--- config.mk ---
export PLATFORM = sky130hd
export DESIGN_NAME = led_sink_ctrl
export DESIGN_NICKNAME = d
export VERILOG_FILES = /design/src/rtl/led_sink_pkg.sv /design/src/rtl/led_shift_stage.sv /design/src/rtl/led_latch_stage.sv /design/src/rtl/led_output_gate.sv /design/src/rtl/led_sink_ctrl.sv
export SDC_FILE = /design/constraint.sdc
export NUM_CORES = 1
export LEC_CHECK = 0
export ABC_AREA = 1
export CAP_MARGIN = 15
export CORE_MARGIN = 2
export CORE_UTILIZATION = 47
export DETAILED_ROUTE_END_ITERATION = 16
export HOLD_SLACK_MARGIN = 0.03
export PLACE_DENSITY = 0.77
export SLEW_MARGIN = 40
export SYNTH_ARGS = -nofsm -noshare
export SYNTH_HDL_FRONTEND = slang
export SYNTH_SLANG_ARGS = --single-unit
--- constraint.sdc ---
create_clock -name clk -period 0.9 [get_ports clk]
set_input_delay 0.18 -clock clk [delete_from_list [all_inputs] [get_ports clk]]
set_output_delay 0.18 -clock clk [all_outputs]
set_load 0.05 [all_outputs]
--- src/rtl/led_sink_pkg.sv ---
package led_sink_pkg;
  localparam int unsigned DEF_CHANNELS = 8;

  function automatic logic chan_gate(input logic latched, input logic off_req);
    return latched & ~off_req;
  endfunction
endpackage

--- src/rtl/led_shift_stage.sv ---
module led_shift_stage #(
  parameter int unsigned N = 8
) (
  input  logic         clk,
  input  logic         rst_n,
  input  logic         step,
  input  logic         din,
  input  logic         clear,
  output logic [N-1:0] sr,
  output logic [N-1:0] sr_nxt,
  output logic         late_bit
);
  localparam int unsigned TOP = N - 1;

  always_comb begin
    if (clear)     sr_nxt = '0;
    else if (step) sr_nxt = {sr[TOP-1:0], din};
    else           sr_nxt = sr;
  end

  always_ff @(posedge clk or negedge rst_n) begin
    if (!rst_n) sr <= '0;
    else        sr <= sr_nxt;
  end

  always_ff @(negedge clk or negedge rst_n) begin
    if (!rst_n) late_bit <= 1'b0;
    else        late_bit <= sr[TOP];
  end

  // without an accepted bit the register keeps its contents
  p_stall_r1: assert property (@(posedge clk) disable iff (!rst_n)
    (!step && !clear) |=> $stable(sr));

  // an accepted bit enters at bit 0
  p_shift_r1: assert property (@(posedge clk) disable iff (!rst_n)
    (step && !clear) |=> (sr[0] == $past(din)));

  // the late copy has caught up by the next rising edge
  p_late_r7: assert property (@(posedge clk) disable iff (!rst_n)
    late_bit == sr[TOP]);
endmodule

--- src/rtl/led_latch_stage.sv ---
module led_latch_stage #(
  parameter int unsigned N = 8
) (
  input  logic         clk,
  input  logic         rst_n,
  input  logic         open_i,
  input  logic         clear,
  input  logic [N-1:0] src,
  input  logic [N-1:0] src_nxt,
  output logic [N-1:0] view
);
  logic [N-1:0] hold;

  always_ff @(posedge clk or negedge rst_n) begin
    if (!rst_n)      hold <= '0;
    else if (clear)  hold <= '0;
    else if (open_i) hold <= src_nxt;
  end

  assign view = open_i ? src : hold;

  // a closed latch keeps its value across edges
  p_hold_r3: assert property (@(posedge clk) disable iff (!rst_n)
    (!open_i && !clear && $past(!open_i && !clear)) |-> $stable(view));

  // lockout leaves the latch empty
  p_clear_r9: assert property (@(posedge clk) disable iff (!rst_n)
    clear |=> (hold == '0));
endmodule

--- src/rtl/led_output_gate.sv ---
module led_output_gate #(
  parameter int unsigned N = 8
) (
  input  logic         blank,
  input  logic         lockout,
  input  logic [N-1:0] latched,
  output logic [N-1:0] chan
);
  import led_sink_pkg::*;
  logic off_req;
  assign off_req = blank | lockout;

  for (genvar g = 0; g < N; g++) begin : g_chan
    assign chan[g] = chan_gate(latched[g], off_req);
  end
endmodule

--- src/rtl/led_sink_ctrl.sv ---
module led_sink_ctrl #(
  parameter int unsigned CHANNELS = led_sink_pkg::DEF_CHANNELS
) (
  input  logic                clk,
  input  logic                rst_n,
  input  logic                ser_data,
  input  logic                ser_valid,
  output logic                ser_ready,
  input  logic                latch_open,
  input  logic                blank,
  input  logic                dim,
  input  logic                supply_low,
  output logic [CHANNELS-1:0] chan_on,
  output logic                dim_req,
  output logic                cas_data,
  output logic                cas_data_late,
  output logic                cas_valid,
  input  logic                cas_ready
);
  localparam int unsigned TOP = CHANNELS - 1;

  logic                step;
  logic [CHANNELS-1:0] sr, sr_nxt, latched;

  assign ser_ready = ~supply_low & cas_ready;
  assign step      = ser_valid & ser_ready;
  assign cas_valid = step;
  assign dim_req   = dim;
  assign cas_data  = sr[TOP];

  led_shift_stage #(.N(CHANNELS)) u_shift (
    .clk(clk), .rst_n(rst_n), .step(step), .din(ser_data),
    .clear(supply_low), .sr(sr), .sr_nxt(sr_nxt), .late_bit(cas_data_late)
  );

  led_latch_stage #(.N(CHANNELS)) u_latch (
    .clk(clk), .rst_n(rst_n), .open_i(latch_open), .clear(supply_low),
    .src(sr), .src_nxt(sr_nxt), .view(latched)
  );

  led_output_gate #(.N(CHANNELS)) u_gate (
    .blank(blank), .lockout(supply_low), .latched(latched), .chan(chan_on)
  );

  // lockout empties the channel register
  p_clear_r9: assert property (@(posedge clk) disable iff (!rst_n)
    supply_low |=> (sr == '0));
endmodule

==> results.sh, run 1 <==
export IMPL_status="did not finish"
export IMPL_lastStage="5_1_grt"
export IMPL_error_message="[ERROR DPL-0038] Utilization greater than 100%, impossible to legalize"
export IMPL_synthesis_area_um2=885.9
export IMPL_ys_async_sr_fraction_pct=100.0
export IMPL_die_y_um=47.42
export IMPL_synth_edf_count=0
export IMPL_synth_top_cell_by_area="dfrtp_1"
export IMPL_synth_area_leaders="dfrtp_1 45%, nand2_1 14%, inv_1 5.1%"
export IMPL_dp_slack_ns=-0.6703
export IMPL_die_w_um=47.42
export IMPL_grt_max_degree=17
export IMPL_ioPinCount=22
export IMPL_h_tree_depth=1
export IMPL_syn_avg_cell_area_um2=7.981
export IMPL_start_util_pct=50.75
export IMPL_port_buffers=19
export IMPL_cts_inserted_buffers=3
export IMPL_worst_endpoint_kind="primary output"
export IMPL_ys_flop_type="dfrtp_1"
export IMPL_synth_commonest_cells="32 x nand2_1, 16 x dfrtp_1, 12 x inv_1"
export IMPL_cts_root_buf="clkbuf_4"
export IMPL_cts_sink_count=17
export IMPL_clock_path_buffers=2
export IMPL_ys_seq_area_share_pct=48.02
export IMPL_placementRows=15
export IMPL_synth_top_area_share_pct=45.20
export IMPL_synth_cells=111
export IMPL_ys_ff_latch=17
export IMPL_dp_hpwl_um=1916
export IMPL_yosysMostFrequentCell="nand2_1"
export IMPL_worstEndpointGrtRepair="cas_data_late"
export IMPL_place_gp_congestion=0.8522
export IMPL_yosysWarningCount=0
export IMPL_synthDistinctLibCells=22
export IMPL_synth_fp_nets=120
-- timing repair --
action                                 CTS
gates resized for setup                 44
buffers inserted                        10
endpoints found under the hold margin    0
pin swaps                               11
setup endpoints to repair               29
hold buffers                             0
-- logic make-up after synthesis --
group / synth area share (%)
AO/OA/AOI/OAI: 9.885
buffers and inverters: 10.73
flip-flops: 48.02
AND/OR/NAND/NOR: 31.36
-- metrics by stage --
stage	cells	hold WS [ns]	setup TNS (ns)	util (%)	instance area, um2
2_1_floorplan	111	-0.1156	-3.705	-	1036
3_3_place_gp	170	0.3608	-16.08	84.30	1471
3_5_place_dp	170	0.3608	-16.37	84.30	1471
4_1_cts	183	0.2555	-4.335	94.05	1642
==> inputs of run 2 (changes only) <==
Settings changed: CORE_AREA from default to 2 2 63 65, CORE_MARGIN 2 to default, CORE_UTILIZATION 47 to default, DIE_AREA from default to 0 0 65 67, HOLD_SLACK_MARGIN 0.03 to default, PLACE_DENSITY 0.77 to default, PLACE_DENSITY_LB_ADDON from default to 0.15.
==> results.sh, run 2 <==
export IMPL_ff_latch_area_um2=426.7
export IMPL_diodes=0
export IMPL_yosysMostFrequentCell="nand2_1"
export IMPL_fillers=351
export IMPL_arrival_ns=1.30
export IMPL_status="finished, violations left"
export IMPL_timing_slew_headroom_pct=84.71
export IMPL_port_buffers=19
export IMPL_synth_top_cell_by_area="dfrtp_1"
export IMPL_violations="setup timing"
export IMPL_routed_wl_um=2884
export IMPL_drc_errors=0
export IMPL_ant_nets=0
export IMPL_die_w_um=65
export IMPL_cts_inserted_buffers=3
export IMPL_synth_edf_count=0
export IMPL_crit_chain="buf_12"
export IMPL_layout_commonest_cell="nand2_1"
export IMPL_design_area_um2=1770
export IMPL_leakage_nw=0.8168
export IMPL_synthDistinctLibCells=22
export IMPL_ioPinCount=22
export IMPL_clk_pin_slew_ns=0.07
export IMPL_grt_pass1_wl_um=4774
export IMPL_ys_ff_latch=17
export IMPL_p_per_area_nw_per_um2=1112
export IMPL_synth_xor_area_share_pct=0
export IMPL_grt_pass1_vias=1005
export IMPL_synth_top_area_share_pct=45.20
export IMPL_timing_final_max_slew_violations=0
export IMPL_cpPeakStageDelay_ns=0.43
export IMPL_clock_latency_ns=0.27
export IMPL_ys_flop_type="dfrtp_1"
export IMPL_yosys_area_share_simple_pct=31.36
export IMPL_synth_area_leaders="dfrtp_1 45%, nand2_1 14%, inv_1 5.1%"
export IMPL_synth_fp_nets=120
export IMPL_clock_path_buffers=2
export IMPL_cp_slowest_cell="dfrtn_1"
export IMPL_placementRows=22
export IMPL_grt_usage_pct=14.75
export IMPL_post_route_util_pct=49.10
export IMPL_grt_max_degree=17
export IMPL_ys_seq_area_share_pct=48.02
export IMPL_start_util_pct=24.57
export IMPL_syn2layout_area_growth_pct=99.86
export IMPL_synth_cells=111
export IMPL_dp_hpwl_um=2037
export IMPL_cts_root_buf="clkbuf_8"
export IMPL_synth_compound_area_share_pct=9.887
export IMPL_place_gp_congestion=0.8147
export IMPL_vias_per_cell=4.393
export IMPL_synth_commonest_cells="32 x nand2_1, 16 x dfrtp_1, 12 x inv_1"
export IMPL_synth_fa_ha_area_share_pct=0
export IMPL_synthesis_area_um2=885.9
export IMPL_antenna_found_initial=0
export IMPL_post_dp_cell_area_um2=1523
export IMPL_coreArea_um2=3606
export IMPL_synth_top_family_by_area="simple AND/OR/NAND/NOR gates"
export IMPL_final_cell_mix="25 x nand2_1, 23 x buf_4, 15 x dfrtp_1"
export IMPL_multi_input_area_um2=551.8
export IMPL_yosysWarningCount=0
export IMPL_first_iter_violations=17
export IMPL_dieArea_um2=4355
export IMPL_dr_total_vias=940
export IMPL_cts_tree="done"
export IMPL_rsz0062_at_grt="yes"
export IMPL_finalHoldViolCount=0
export IMPL_critical_path_class="reg -> out"
export IMPL_cp_num_buf_inv=1
export IMPL_overflow=0
export IMPL_ir_drop_mv=0.4082
export IMPL_die_y_um=67
export IMPL_holdBufCountCts=0
export IMPL_ys_async_sr_fraction_pct=100.0
export IMPL_finalSetupViolations=15
export IMPL_path_delay_family="flip-flops"
export IMPL_fin_ws_ns=-0.5767
export IMPL_crit_path_max_fanout=1
export IMPL_synth_mux_area_share_pct=0
export IMPL_first_pass_iters=4
export IMPL_cp_required_ns=0.72
export IMPL_nets=176
export IMPL_startpoint_type="flip-flop"
export IMPL_tightest_slew_ns=0.2284
export IMPL_h_tree_depth=1
export IMPL_skew_ns=0.01515
export IMPL_drive_gt1_share_pct=60.24
export IMPL_holdWs_ns=0.3129
export IMPL_critPathCaptureType="primary output"
export IMPL_maxCapViolCount=0
export IMPL_wl_per_cell_um=13.48
export IMPL_hold_class="in -> reg"
export IMPL_cts_sink_count=17
export IMPL_top_regs="u_latch.hold (8), u_shift.sr (8), u_shift.late_bit (1)"
export IMPL_syn_avg_cell_area_um2=7.981
-- run 2: cell counts after synthesis --
No cell type changed its count.
-- run 2: cell families after synthesis --
group,count (synthesis)
AND/OR/NAND/NOR,59
buffers and inverters,19
flip-flops,17
AO/OA/AOI/OAI,16
-- run 2: layer usage --
layer  wire length (um)  vias up  GRT usage (%)
met3                132        2          3.209
met5                  0        -              0
li1                   -      468              -
met1               1281      445          18.28
met2               1453       25          25.77
met4                 16        0          3.989
-- run 2: stage by stage --
stage / setup TNS (ns) / total power [mW] / setup WS [ns] / cells
after floorplan: -3.705 / 1.093 / -0.3812 / 111
after global placement: -17.00 / 1.302 / -0.6888 / 196
after detailed placement: -17.34 / 1.304 / -0.7092 / 196
after CTS: -4.042 / 1.959 / -0.5876 / 211
after global routing: -4.543 / 2.059 / -0.6058 / 214
final: -3.950 / 1.968 / -0.5767 / 214
-- run 2: final timing paths --
| kind | startpoint | end | slack [ns] | cells after the start |
|---|---|---|---|---|
| max in group asynchronous | rst_n | u_shift.late_bit | 0.32 | 1 |
| max | u_shift.late_bit | cas_data_late | -0.58 | 1 |
| min in group asynchronous | rst_n | u_latch.hold[3] | 0.33 | 2 |
| min reg2reg | u_latch.hold[1] | u_latch.hold[1] | 0.50 | 2 |
| max reg2reg | u_shift.sr[7] | u_shift.late_bit | -0.24 | 1 |
| min | supply_low | u_shift.sr[2] | 0.31 | 4 |
-- run 2: what timing repair did --
| action | CTS | global route |
|---|---|---|
| cloned | 1 | 0 |
| setup endpoints to repair | 29 | 24 |
| gates resized for setup | 43 | 18 |
| pin swaps | 12 | 11 |
| endpoints found under the hold margin | 0 | 0 |
| buffers inserted | 11 | 6 |
-- run 2: layout make-up --
class,count,share of cell area (%)
repair buffers,56,34.70
multi-input cells,75,31.17
flip-flops and latches,17,24.10
inverters,14,4.099
clock buffers,4,2.544
well taps,48,3.392
-- run 2: power breakdown --
group / switching (mW) / internal [mW]
logic: 0.305 / 0.252
clock network: 0.282 / 0.315
registers: 0.0197 / 0.795
total: 0.607 / 1.36
No activity file was read; power rests on OpenSTA's default activity.
